$ cat config.mk
export PLATFORM = sky130hd
export DESIGN_NAME = audio_sclk_gen
export DESIGN_NICKNAME = d
export VERILOG_FILES = /design/src/rtl/audio_sclk_pkg.sv /design/src/rtl/audio_sclk_cfg_check.sv /design/src/rtl/audio_sclk_shape.sv /design/src/rtl/audio_sclk_gen.sv
export SDC_FILE = /design/constraint.sdc
export NUM_CORES = 1
export LEC_CHECK = 0
export ABC_CLOCK_PERIOD_IN_PS = 6800
export CAP_MARGIN = 20
export CORE_ASPECT_RATIO = 0.9
export CORE_MARGIN = 3
export CORE_UTILIZATION = 57
export CTS_CLUSTER_SIZE = 28
export DETAILED_ROUTE_END_ITERATION = 7
export PLACE_DENSITY = 0.78
export SLEW_MARGIN = 10
export SYNTH_ARGS = -nofsm -noshare
export SYNTH_HDL_FRONTEND = slang
export SYNTH_SLANG_ARGS = --single-unit
$ cat constraint.sdc
create_clock -name mclk -period 6.8 [get_ports mclk]
set_clock_uncertainty 0.05 [all_clocks]
set_input_delay 1.7 -clock mclk [delete_from_list [all_inputs] [get_ports mclk]]
set_output_delay 1.7 -clock mclk [all_outputs]
set_load 0.02 [all_outputs]
$ cat src/rtl/audio_sclk_pkg.sv
package audio_sclk_pkg;

    parameter int unsigned MAX_SLOTS = 16;
    parameter int unsigned MAX_DIV   = 16;
    parameter int unsigned MAX_WIDTH = 32;

    localparam int unsigned MAX_BITS = MAX_WIDTH * MAX_SLOTS;
    localparam int unsigned SLOT_W   = $clog2(MAX_SLOTS + 1);
    localparam int unsigned DIV_W    = $clog2(MAX_DIV + 1);
    localparam int unsigned BIT_W    = $clog2(MAX_BITS + 1);

    typedef struct packed {
        logic              family;
        logic [1:0]        ratio;
        logic [1:0]        width;
        logic [SLOT_W-1:0] slots;
        logic              tdm;
    } sclk_cfg_t;

    typedef struct packed {
        logic             run;
        logic             pend;
        logic             hold;
        logic             err;
        sclk_cfg_t        act;
        sclk_cfg_t        pcfg;
        logic [DIV_W-1:0] div;
        logic [BIT_W-1:0] bits;
        logic             tdm;
        logic [DIV_W-1:0] dcnt;
        logic [BIT_W-1:0] bcnt;
    } sclk_state_t;

endpackage

$ cat src/rtl/audio_sclk_cfg_check.sv
module audio_sclk_cfg_check
    import audio_sclk_pkg::*;
(
    input  sclk_cfg_t        cfg_i,
    output logic             ok_o,
    output logic [DIV_W-1:0] div_o,
    output logic [BIT_W-1:0] bits_o
);

    logic [BIT_W:0]   prod;
    logic [BIT_W:0]   rval;
    logic [5:0]       wval;
    logic [DIV_W-1:0] div_v;

    always_comb begin
        case (cfg_i.ratio)
            2'd0:    rval = (BIT_W+1)'(256);
            2'd1:    rval = (BIT_W+1)'(384);
            2'd2:    rval = (BIT_W+1)'(512);
            default: rval = '0;
        endcase
        case (cfg_i.width)
            2'd0:    wval = 6'd16;
            2'd1:    wval = 6'd24;
            2'd2:    wval = 6'd32;
            default: wval = 6'd0;
        endcase
        prod  = (BIT_W+1)'(wval) * (BIT_W+1)'(cfg_i.slots);
        div_v = '0;
        // search the legal even dividers instead of a general divide
        for (int d = 2; d <= int'(MAX_DIV); d += 2) begin
            if (d * int'(prod) == int'(rval)) div_v = DIV_W'(d);
        end
        ok_o = (rval != '0) && (wval != 6'd0)
            && (cfg_i.slots >= SLOT_W'(2))
            && (cfg_i.slots <= SLOT_W'(MAX_SLOTS))
            && (cfg_i.tdm || cfg_i.slots == SLOT_W'(2))
            && (div_v != '0);
        div_o  = div_v;
        bits_o = prod[BIT_W-1:0];
    end

endmodule

$ cat src/rtl/audio_sclk_shape.sv
module audio_sclk_shape
    import audio_sclk_pkg::*;
(
    input  logic             gate_i,
    input  logic             tdm_i,
    input  logic [DIV_W-1:0] dcnt_i,
    input  logic [DIV_W-1:0] div_i,
    input  logic [BIT_W-1:0] bcnt_i,
    input  logic [BIT_W-1:0] bits_i,
    output logic             bclk_o,
    output logic             lrck_o
);

    always_comb begin
        // low half first, so the bit clock falls where the counters wrap
        bclk_o = gate_i && (dcnt_i >= (div_i >> 1));
        if (tdm_i) lrck_o = gate_i && (bcnt_i == '0);
        else       lrck_o = gate_i && (bcnt_i >= (bits_i >> 1));
    end

endmodule

$ cat src/rtl/audio_sclk_gen.sv
module audio_sclk_gen
    import audio_sclk_pkg::*;
(
    input  logic              mclk,
    input  logic              rst_n,
    input  logic              cfg_load,
    input  logic              cfg_family,
    input  logic [1:0]        cfg_ratio,
    input  logic [1:0]        cfg_width,
    input  logic [SLOT_W-1:0] cfg_slots,
    input  logic              cfg_tdm,
    output logic              bclk,
    output logic              lrck,
    output logic              config_error
);

    sclk_state_t      s_d, s_q;
    sclk_cfg_t        in_cfg;
    logic             chk_ok;
    logic [DIV_W-1:0] chk_div;
    logic [BIT_W-1:0] chk_bits;
    logic             last_tick, frame_end, apply, gate;
    logic             bclk_d, bclk_q, lrck_d, lrck_q;

    assign in_cfg = '{family: cfg_family, ratio: cfg_ratio, width: cfg_width,
                      slots: cfg_slots, tdm: cfg_tdm};

    audio_sclk_cfg_check chk_i (
        .cfg_i  (s_q.pcfg),
        .ok_o   (chk_ok),
        .div_o  (chk_div),
        .bits_o (chk_bits)
    );

    always_comb begin
        s_d       = s_q;
        last_tick = (s_q.dcnt == s_q.div - DIV_W'(1));
        frame_end = s_q.run && last_tick && (s_q.bcnt == s_q.bits - BIT_W'(1));
        apply     = s_q.pend && (!s_q.run || frame_end);

        if (s_q.run) begin
            if (last_tick) begin
                s_d.dcnt = '0;
                s_d.bcnt = (s_q.bcnt == s_q.bits - BIT_W'(1)) ? '0
                                                               : s_q.bcnt + BIT_W'(1);
            end else begin
                s_d.dcnt = s_q.dcnt + DIV_W'(1);
            end
        end

        if (apply) begin
            s_d.pend = 1'b0;
            s_d.hold = 1'b0;
            if (chk_ok) begin
                s_d.run  = 1'b1;
                s_d.err  = 1'b0;
                s_d.act  = s_q.pcfg;
                s_d.div  = chk_div;
                s_d.bits = chk_bits;
                s_d.tdm  = s_q.pcfg.tdm;
                s_d.dcnt = '0;
                s_d.bcnt = '0;
            end else begin
                s_d.err  = 1'b1;
            end
        end

        if (cfg_load && !(s_q.run && !s_q.pend && in_cfg == s_q.act)) begin
            s_d.pend = 1'b1;
            s_d.pcfg = in_cfg;
        end

        // mute only from a bit-clock falling point, never mid high phase
        if (s_d.run && s_d.pend && s_d.dcnt == '0) s_d.hold = 1'b1;

        gate = s_d.run && !s_d.hold;
    end

    audio_sclk_shape shape_i (
        .gate_i (gate),
        .tdm_i  (s_d.tdm),
        .dcnt_i (s_d.dcnt),
        .div_i  (s_d.div),
        .bcnt_i (s_d.bcnt),
        .bits_i (s_d.bits),
        .bclk_o (bclk_d),
        .lrck_o (lrck_d)
    );

    always_ff @(posedge mclk or negedge rst_n) begin
        if (!rst_n) begin
            s_q    <= '0;
            bclk_q <= 1'b0;
            lrck_q <= 1'b0;
        end else begin
            s_q    <= s_d;
            bclk_q <= bclk_d;
            lrck_q <= lrck_d;
        end
    end

    assign bclk         = bclk_q;
    assign lrck         = lrck_q;
    assign config_error = s_q.err;

    assert_hold_quiet_R7: assert property (@(posedge mclk) disable iff (!rst_n)
        s_q.hold |-> (!bclk_q && !lrck_q));

    assert_idle_quiet_R1: assert property (@(posedge mclk) disable iff (!rst_n)
        !s_q.run |-> (!bclk_q && !lrck_q));

    assert_div_legal_R2: assert property (@(posedge mclk) disable iff (!rst_n)
        s_q.run |-> (s_q.div >= DIV_W'(2) && !s_q.div[0]));

    assert_cnt_bound_R4: assert property (@(posedge mclk) disable iff (!rst_n)
        s_q.run |-> (s_q.dcnt < s_q.div && s_q.bcnt < s_q.bits));

    assert_err_at_apply_R9: assert property (@(posedge mclk) disable iff (!rst_n)
        $rose(s_q.err) |-> $past(s_q.pend));

    assert_sync_on_fall_R6: assert property (@(posedge mclk) disable iff (!rst_n)
        (s_q.tdm && $rose(lrck_q)) |-> !bclk_q);

endmodule

==> results.md <==
- Overall global routing resource usage: 27.6%
- Vias: 4920
- Slowest cell delay on critical path: 0.47 ns
- CP max-delay cell: a2111o_1
- Synth Cell Area: 5500 µm²
- Worst EP arrival: 7.01 ns
- Maximum clock insertion buffer count: 2
- Setup violations, final: 1
- Maximum vdd drop: 189 µV
- Synth Area in Compound Gates: 16.5%
- Area Overhead vs Synth: 22.9%
- Hold_ws: 0.447 ns
- Synthesized net count: 684
- Vias in the first global route: 4903
- First-pass GRT wire length: 23800 µm
- Async S/R FF share, synth: 100%
- Die height: 99.2 µm
- Dominant synthesized flop cell: dfrtp_1
- Outcome: finished, violations left
- Post-synthesis sequential area ratio: 26.0%
- Pwr Density: 348 nW/µm²
- Post-Synth Simple-Gate Area: 20.0%
- CTS tree: done
- Hold EP: config_error$_DFFE_PN0P_
- Buf/Inv on CP: 6
- Post-synthesis adder-cell area fraction: 18.4%
- Count leader, synth: ha_1
- Cell mode on critical path: buf_4
- Sink Count: 57
- Worst setup margin: -0.0285 ns
- Slew of the pin with the lowest slew margin: 0.718 ns
- Relative slew slack: 52.2%
- Crit path launch type: flop
- YS warnings: 0
- Fin. Hold Viols: 0
- Worst r2r src: s_q[37]$_DFFE_PN0P_
- Final slew viol count: 0
- Synth top area share: 26.0%
- Commonest cells in the netlist: ha_1, dfrtp_1, nor2_1
- Setup TNS: -0.0285 ns
- Reg2Reg Setup Slack: -0.03 ns
- Unique masters post-synth: 71
- Largest family of logic cells by synthesized area: simple AND/OR/NAND/NOR gates
- Reg2Reg Depth: 30
- Overflow after GRT: 0
- Crit-path max FO: 6
- Failing checks: negative setup slack
- Via/cell ratio: 6.23
- 1st-pass router iterations: 6
- Total Die Area: 10900 µm²
- Initial core utilization: 59.4%
- DRC Markers: 0
- Hold-fix buffers, CTS: 0
- IO Pins: 17
- Leak: 3.16 nW
- HPWL Detailed: 10300 µm
- Drt initial violations: 463
- Final Power: 2.35 mW
- Share of post-route cells with drive strength above 1: 24.1%
- CORE AREA: 9250 µm²
- RSZ-0062 raised after global routing: yes
- Synth Instances: 597
- Tmin final: 6.83 ns
- Fmax: 146 MHz
- RePlAce Congestion: 0.974
- Port-buffer cells: 16
- EDFF count, synth: 0
- Worst hold stages: 1
- Area leader, netlist: dfrtp_1
- Antenna violations before repair: 0
- DRT antenna net count: 0
- Family with the most delay on the worst path: compound AO/OA/AOI/OAI gates
- Cts bufs inserted: 9
- Final Util: 73.0%
- R2R Path End: lrck$_DFF_PN0_
- Clock Latency Late Sink: 0.34 ns
- Period utilisation layout: 100%
- Syn avg cell area: 9.21 µm²
- H-tree levels: 3
- Largest net degree at the start of global routing: 58
- Row count: 33
- Setup crit end kind: flop
- ANT cells: 0
- Layout Nets: 750
- Hold Path Class: flop to flop
- Critical path class: flop to flop
- Yosys reg bits: 57
- Multiplexer share of the synthesized area: 5.44%
- Die width: 110 µm
- Data required time of the worst path: 6.98 ns
- Synth Area in XOR/XNOR: 9.04%
- CP Depth: 30
- Max capacitance violation total: 0
- Clock Tree Root: clkbuf_8
- Top cells by area, synth: dfrtp_1, ha_1, xnor2_1
- WL per Instance: 18.4 µm
- Post-Route WL: 14600 µm
- Worst-path clk slew: 0.08 ns
- Hold_sp: config_error$_DFFE_PN0P_
## how the worst max path moves through the flow
stage / start / endpoint / slack [ns]
2_1_floorplan: s_q[38]$_DFFE_PN0P_ / lrck$_DFF_PN0_ / 0.01
3_3_place_gp: s_q[37]$_DFFE_PN0P_ / lrck$_DFF_PN0_ / -0.1
3_5_place_dp: s_q[37]$_DFFE_PN0P_ / lrck$_DFF_PN0_ / -0.30
4_1_cts: s_q[38]$_DFFE_PN0P_ / lrck$_DFF_PN0_ / 0.002
5_1_grt: s_q[37]$_DFFE_PN0P_ / lrck$_DFF_PN0_ / -0.30
6_report: s_q[37]$_DFFE_PN0P_ / lrck$_DFF_PN0_ / -0.03
## registers in the layout, indices dropped and copies added, names as in the netlist
register      cells
lrck              1
s_q              54
config_error      1
bclk              1
## metrics by stage
| stage | std cells | setup WS, ns | instance area (µm²) |
|---|---|---|---|
| 6_report | 790 | -0.0285 | 6750 |
| 5_1_grt | 790 | -0.302 | 6750 |
| 4_1_cts | 785 | 0.00172 | 6600 |
| 3_5_place_dp | 759 | -0.297 | 6130 |
| 3_3_place_gp | 759 | -0.0959 | 6130 |
| 2_1_floorplan | 597 | 0.0121 | 5610 |
## final cells by class
class                           count  area (µm²)
Sequential cell                    57        1430
Fill cell                         629        2500
Multi-Input combinational cell    483        4170
Timing Repair Buffer               77         689
Tap cell                          122         153
Inverter                           35         131
Clock inverter                      7        58.8
Clock buffer                        9         124
## placed cells by master, fill, tap and decap left out, types with 18 or more instances in the layout
cell type  count
xor2_1        21
buf_4         51
nand2_1       33
a21o_1        18
mux2_2        23
nor2_1        34
dfrtp_1       57
inv_1         31
o21ai_0       18
ha_1          48
xnor2_1       31
a21oi_1       23
## what timing repair did
item / CTS / global route
buffers inserted: 9 / 5
hold endpoints to repair: 0 / 0
gates resized for setup: 37 / 23
setup endpoints to repair: 2 / 2
pin swaps: 37 / 28
gates cloned: 1 / 0
## where the power goes
group / total [mW] / internal, mW / switching, mW
registers: 0.538 / 0.427 / 0.112
clock network: 0.304 / 0.138 / 0.165
logic: 1.50 / 0.733 / 0.772
## logic make-up (layout without fill, tap and decap cells)
kind of cell               count (synthesis)  in the layout
AOI/OAI and AO/OA                        129            129
adders and majority gates                 73             73
DFF                                       57             57
xor gates and xnor gates                  55             55
muxes                                     27             27
and+or+nand+nor                          199            199
buffers and inverters                     57            128
## per-layer routing
layer | part of all wire (%) | routed length (µm) | vias up | track usage [%]
li1 | - | - | 2299 | -
met1 | 42 | 6190 | 2376 | 37.7
met2 | 49 | 7170 | 207 | 45.8
met3 | 6.3 | 917 | 38 | 4.15
met4 | 2.0 | 296 | 0 | 7.38
met5 | 0 | 0 | - | 0
Note: power is estimated with default switching activity, not from simulation.
